### config.mk
export PLATFORM = sky130hd
export DESIGN_NAME = hiccup_guard
export DESIGN_NICKNAME = d
export VERILOG_FILES = /design/src/rtl/hiccup_pkg.sv /design/src/rtl/hiccup_gate.sv /design/src/rtl/hiccup_counters.sv /design/src/rtl/hiccup_fsm.sv /design/src/rtl/hiccup_guard.sv
export SDC_FILE = /design/constraint.sdc
export NUM_CORES = 1
export LEC_CHECK = 0
export ABC_CLOCK_PERIOD_IN_PS = 3350
export BUFFER_PORTS_ARGS = -buffer_cell sky130_fd_sc_hd__buf_2
export CORE_AREA = 3 3 58 60
export DETAILED_ROUTE_END_ITERATION = 6
export DIE_AREA = 0 0 61 63
export PLACE_DENSITY = 0.61
export REMOVE_ABC_BUFFERS = 1
export SYNTH_ARGS = -nofsm -noshare
export SYNTH_HDL_FRONTEND = slang
export SYNTH_HIERARCHICAL = 1
export SYNTH_SLANG_ARGS = --single-unit
### constraint.sdc
create_clock -name clk -period 3.35 [get_ports clk]
set_clock_uncertainty 0.2 [all_clocks]
set_input_delay 0.8375 -clock clk [delete_from_list [all_inputs] [get_ports clk]]
set_output_delay 0.8375 -clock clk [all_outputs]
set_load 0.1 [all_outputs]
### src/rtl/hiccup_pkg.sv
package hiccup_pkg;

  typedef enum logic [1:0] {
    ST_IDLE   = 2'd0,
    ST_RUN    = 2'd1,
    ST_HICCUP = 2'd2
  } hiccupState_t;

  // Strobes from the control FSM to the counter datapath.
  typedef struct packed {
    logic clrStreak;
    logic incStreak;
    logic clrOff;
    logic incOff;
  } counterStrobe_t;

endpackage

### src/rtl/hiccup_gate.sv
module hiccup_gate (
  input  logic chanEnable,
  input  logic uvloFlag,
  input  logic thermalFlag,
  output logic runAllowed
);
  logic faultActive;

  always_comb begin
    faultActive = uvloFlag | thermalFlag;
    runAllowed  = chanEnable & ~faultActive;
  end
endmodule

### src/rtl/hiccup_counters.sv
module hiccup_counters
  import hiccup_pkg::*;
#(
  parameter int TRIP_COUNT = 7,
  parameter int OFF_CYCLES = 7936
) (
  input  logic           clk,
  input  logic           rst_n,
  input  counterStrobe_t strobe,
  output logic           streakAtEdge,
  output logic           offAtEdge
);
  localparam int STREAK_W = (TRIP_COUNT > 1) ? $clog2(TRIP_COUNT) : 1;
  localparam int OFF_W    = (OFF_CYCLES > 1) ? $clog2(OFF_CYCLES) : 1;
  localparam logic [STREAK_W-1:0] STREAK_LAST = STREAK_W'(TRIP_COUNT - 1);
  localparam logic [OFF_W-1:0]    OFF_LAST    = OFF_W'(OFF_CYCLES - 1);

  logic [OFF_W-1:0] offCount;

  // Consecutive-limit streak: a single-event trip needs no register.
  generate
    if (TRIP_COUNT > 1) begin : g_streak
      logic [STREAK_W-1:0] streakCount;
      always_ff @(posedge clk or negedge rst_n) begin
        if (!rst_n)                streakCount <= '0;
        else if (strobe.clrStreak) streakCount <= '0;
        else if (strobe.incStreak && streakCount != STREAK_LAST)
          streakCount <= streakCount + 1'b1;
      end
      assign streakAtEdge = (streakCount == STREAK_LAST);
    end else begin : g_single
      assign streakAtEdge = 1'b1;
    end
  endgenerate

  // Off-time counter for the hiccup interval.
  always_ff @(posedge clk or negedge rst_n) begin
    if (!rst_n)             offCount <= '0;
    else if (strobe.clrOff) offCount <= '0;
    else if (strobe.incOff && offCount != OFF_LAST)
      offCount <= offCount + 1'b1;
  end

  assign offAtEdge = (offCount == OFF_LAST);
endmodule

### src/rtl/hiccup_fsm.sv
module hiccup_fsm
  import hiccup_pkg::*;
(
  input  logic           clk,
  input  logic           rst_n,
  input  logic           runAllowed,
  input  logic           cycleTick,
  input  logic           limitHit,
  input  logic           streakAtEdge,
  input  logic           offAtEdge,
  output counterStrobe_t strobe,
  output hiccupState_t   state,
  output logic           restartPulse
);
  hiccupState_t nextState;
  logic         restartNext;

  always_comb begin
    nextState   = state;
    strobe      = '0;
    restartNext = 1'b0;
    unique case (state)
      ST_IDLE: begin
        strobe.clrStreak = 1'b1;
        strobe.clrOff    = 1'b1;
        if (runAllowed) nextState = ST_RUN;
      end
      ST_RUN: begin
        if (!runAllowed) begin
          nextState        = ST_IDLE;
          strobe.clrStreak = 1'b1;
        end else if (cycleTick) begin
          if (!limitHit) begin
            strobe.clrStreak = 1'b1;
          end else if (streakAtEdge) begin
            nextState        = ST_HICCUP;
            strobe.clrStreak = 1'b1;
            strobe.clrOff    = 1'b1;
          end else begin
            strobe.incStreak = 1'b1;
          end
        end
      end
      ST_HICCUP: begin
        if (!runAllowed) begin
          nextState     = ST_IDLE;
          strobe.clrOff = 1'b1;
        end else if (cycleTick) begin
          if (offAtEdge) begin
            nextState        = ST_RUN;
            strobe.clrOff    = 1'b1;
            strobe.clrStreak = 1'b1;
            restartNext      = 1'b1;
          end else begin
            strobe.incOff = 1'b1;
          end
        end
      end
      default: nextState = ST_IDLE;
    endcase
  end

  always_ff @(posedge clk or negedge rst_n) begin
    if (!rst_n) begin
      state        <= ST_IDLE;
      restartPulse <= 1'b0;
    end else begin
      state        <= nextState;
      restartPulse <= restartNext;
    end
  end
endmodule

### src/rtl/hiccup_guard.sv
module hiccup_guard
  import hiccup_pkg::*;
#(
  parameter int TRIP_COUNT = 7,
  parameter int OFF_CYCLES = 7936
) (
  input  logic clk,
  input  logic rst_n,
  input  logic cycleTick,
  input  logic limitHit,
  input  logic chanEnable,
  input  logic uvloFlag,
  input  logic thermalFlag,
  output logic chanOff,
  output logic restartPulse
);
  logic           runAllowed;
  logic           streakAtEdge;
  logic           offAtEdge;
  counterStrobe_t strobe;
  hiccupState_t   state;

  hiccup_gate u_gate (
    .chanEnable (chanEnable),
    .uvloFlag   (uvloFlag),
    .thermalFlag(thermalFlag),
    .runAllowed (runAllowed)
  );

  hiccup_counters #(
    .TRIP_COUNT(TRIP_COUNT),
    .OFF_CYCLES(OFF_CYCLES)
  ) u_counters (
    .clk         (clk),
    .rst_n       (rst_n),
    .strobe      (strobe),
    .streakAtEdge(streakAtEdge),
    .offAtEdge   (offAtEdge)
  );

  hiccup_fsm u_fsm (
    .clk         (clk),
    .rst_n       (rst_n),
    .runAllowed  (runAllowed),
    .cycleTick   (cycleTick),
    .limitHit    (limitHit),
    .streakAtEdge(streakAtEdge),
    .offAtEdge   (offAtEdge),
    .strobe      (strobe),
    .state       (state),
    .restartPulse(restartPulse)
  );

  assign chanOff = (state != ST_RUN);
endmodule

==> metrics <==
outcome finished clean; final antenna-violating net count 0; RSZ-0062 raised after global routing false; register-to-register setup slack ~0.62 ns; weighted congestion at the end of routability-driven global placement between 0.7 and 0.8; cell type of the slowest stage on the worst timing path sky130_fd_sc_hd__nor4_1; Worst Path Max Fanout 14; area fraction in compound gates after synthesis 14.5%; Static Leak 0.504 nW; remaining max-slew budget at the tightest pin 62.0%; core region area 0.00298 mm²; cell-internal power 0.000282 W; total routed wire length on the met1 layer 1040 µm; clock-pin slew reported for the worst setup and hold paths after clock tree synthesis about 0.10 ns; crit path buf inv count 1; detailed-route via count 930; cell repeated most along the worst path sky130_fd_sc_hd__nand2_1; Sink Count 19; min Tclk post-route 2.73 ns; total of warnings raised by yosys 6; Max Slew Vio Count 0; clock share of power between 30% and 40%; hpwl dp ~1500 µm; crit path DAT 2.72 ns; crit path kind reg -> reg; kind of cell adding the most delay to the critical path simple AND/OR/NAND/NOR gates; Die Span X a little over 60 µm; DR WL met3 84 µm; FFs w/ async S/R, synth between 90% and 100%; reg2reg start u_counters/offCount[0]$_DFFE_PN0P_; adder and majority gate portion of the synthesized area 3.28%; Primary FF master, synth sky130_fd_sc_hd__dfrtp_1; proportion of synthesized chip area in sequential cells 41.5%; CP required roughly 3.3 ns; post-synthesis xor/xnor area fraction 3.82%; starting utilization of the core area 38.5%; final WL 2140 µm; number of maximum-capacitance violations 0; Critical Path Max Stage Delay ~0.53 ns; total power after layout 0.000364 W; Logic pwr share 5.4%; post-detailed-route DRC marker count 0; vias in the first global route ~850; Top-Level Pins 9; multiplexer area fraction after synthesis 1.75%; number of I/O port buffers 8; worst min-delay path class in -> async; number of synthesized flops with an enable pin 0; final number of hold-violating endpoints 0; capturing element type of the critical path flop; setup-violating endpoint count in the final report 0; Period Utilization, post-route 81.5%; cell-by-cell trace of the critical path ha_1, nand4_2, nor4_1, nand2_1, a21o_2, a22oi_1, buf_4, nor2b_1, o21ai_0, nand2_1; vertical die dimension about 63 µm; number of rows in the core area 20; CTS root buffer sky130_fd_sc_hd__clkbuf_4; average footprint of a synthesized cell 9.63 µm²; Met2 Wirelength 996 µm; TritonCTS clock tree done; IR Drop Worst-Case VDD 179 µV; most used cells in the layout excluding fill and tap cells sky130_fd_sc_hd__dfrtp_1, sky130_fd_sc_hd__nor2_1, sky130_fd_sc_hd__buf_2, sky130_fd_sc_hd__a21oi_1, sky130_fd_sc_hd__nand2_1; combined area of all synthesized cells 0.00115 mm²; number of distinct library cells after synthesis 44; clock latency on the worst-skew pair approximately 0.29 ns; highest metal layer with signal wires met4; final total negative setup slack 0 ns; count of mapped cells out of synthesis ~120; number of CTS-inserted buffers 3; overall die area 0.00384 mm²; global-route wire length before repair 3650 µm; buffers inserted by post-CTS timing repair 0; Max Root-Sink Buffers 2; part of the total power dissipated in sequential elements 63.4%; post-cts sizing count 0; First DRT Iteration DRCs 53; pin count of the biggest net entering global routing 20; overflow left after global routing 0; TritonRoute pass-1 iters 4; number of cells traversed by the worst register-to-register path 10; depth of the CTS H-tree 1; Max Clock Freq 366 MHz; Crit Reg-Reg Endpoint u_counters/offCount[2]$_DFFE_PN0P_; power per standard cell area 294 mW/mm²; post-detailed-route via-to-cell ratio 5.74; initial antenna violation count 0; largest family of logic cells by synthesized area simple AND/OR/NAND/NOR gates; proportion of layout cells with a drive suffix above 1 17.8%; most common cell after layout, fill and taps aside sky130_fd_sc_hd__dfrtp_1; final net count 140; total inserted antenna cells 0; share of total power consumed by net switching about 23%; routed len/inst 13.2 µm; number of buffers added to fix hold violations after cts 0; Tot GR Track Use 12.5%; area share of and/or/nand/nor cells after synthesis a little over 30%; Worst-Margin Slew 0.566 ns; Net Sw Power 0.0000822 W; number of synthesized register bits 19; type of element launching the critical path flop; area growth from synthesis to final layout 8.08%
-- cells by family after synthesis --
logic type / after synthesis
and+or+nand+nor: 56
AOI/OAI and AO/OA: 25
muxes: 2
xor gates and xnor gates: 5
adders and majority gates: 3
DFF: 19
buffers and inverters: 9
-- power groups by stage --
stage	logic, W	clock network (W)	registers, W
after CTS	0.0000203	0.000122	0.000231
after global routing	0.0000224	0.000135	0.000231
final	0.0000196	0.000114	0.000231
after global placement	0.0000199	0	0.000235
after floorplan	0.00000868	0	0.000235
after detailed placement	0.0000203	0	0.000235
-- registers in the layout, indices dropped and copies added (netlist names) --
| signal | count |
|---|---|
| u_fsm/restartPulse | 1 |
| u_counters/offCount | 13 |
| u_counters/g_streak.streakCount | 3 |
| u_fsm/state | 2 |
-- routing by layer --
metal | vias up | global-route usage (%)
met5 | - | 0
met4 | 0 | 5.96
met3 | 2 | 2.69
met2 | 21 | 18.9
met1 | 444 | 16.5
li1 | 463 | -
-- Yosys cell counts (3+ instances only) --
| master | number | area, µm² |
|---|---|---|
| sky130_fd_sc_hd__a21oi_1 | 8 | 40.0 |
| sky130_fd_sc_hd__dfrtp_1 | 19 | 475 |
| sky130_fd_sc_hd__ha_1 | 3 | 37.5 |
| sky130_fd_sc_hd__inv_1 | 5 | 18.8 |
| sky130_fd_sc_hd__nand2_1 | 8 | 30.0 |
| sky130_fd_sc_hd__nand4_1 | 6 | 37.5 |
| sky130_fd_sc_hd__nor2_1 | 9 | 33.8 |
| sky130_fd_sc_hd__nor2b_1 | 4 | 25.0 |
| sky130_fd_sc_hd__nor4_1 | 3 | 18.8 |
| sky130_fd_sc_hd__o21ai_0 | 5 | 25.0 |
| sky130_fd_sc_hd__o31ai_1 | 4 | 30.0 |
| sky130_fd_sc_hd__or3_1 | 3 | 18.8 |
| sky130_fd_sc_hd__or4_1 | 4 | 30.0 |
| sky130_fd_sc_hd__xnor2_1 | 3 | 26.3 |
-- how the worst max path moves through the flow --
| stage | endpoint | slack [ns] | cells after the start | startpoint |
|---|---|---|---|---|
| global placement | u_counters/offCount[11]$_DFFE_PN0P_ | 0.47 | 9 | thermalFlag |
| CTS | u_counters/offCount[2]$_DFFE_PN0P_ | 0.65 | 10 | u_counters/offCount[0]$_DFFE_PN0P_ |
| detailed placement | u_counters/offCount[7]$_DFFE_PN0P_ | 0.38 | 9 | thermalFlag |
| finish | u_counters/offCount[2]$_DFFE_PN0P_ | 0.62 | 10 | u_counters/offCount[0]$_DFFE_PN0P_ |
| floorplan | u_counters/offCount[7]$_DFFE_PN0P_ | 0.38 | 7 | thermalFlag |
| global route | u_counters/offCount[2]$_DFFE_PN0P_ | 0.38 | 10 | u_counters/offCount[0]$_DFFE_PN0P_ |
-- through the flow --
step	std cells	utilization [%]	setup slack (ns)	area [µm²]	hold WS (ns)
floorplan	115	-	0.381	1120	0.317
global placement	158	40.7	0.472	1210	0.334
detailed placement	158	40.7	0.376	1210	0.350
CTS	162	41.6	0.652	1240	0.275
global route	162	41.6	0.384	1240	0.272
finish	162	41.6	0.621	1240	0.266
-- final cells by class --
class | instances | area [µm²]
clock buffers | 4 | 26.3
fillers | 283 | 1740
inverters | 5 | 18.8
multi-input cells | 91 | 622
flip-flops and latches | 19 | 475
well taps | 33 | 41.3
repair buffers | 10 | 55.1
-- worst reg2reg max path, delay by kind of cell, from the launching register on --
| kind | cells | cell delay, ns |
|---|---|---|
| buffers and inverters | 1 | 0.23 |
| AND/OR/NAND/NOR | 5 | 1.08 |
| adder cells (fa/ha/maj) | 1 | 0.26 |
| AO/OA/AOI/OAI | 3 | 0.46 |
| flip-flops | 1 | 0.41 |
(Power assumes the default switching activity.)
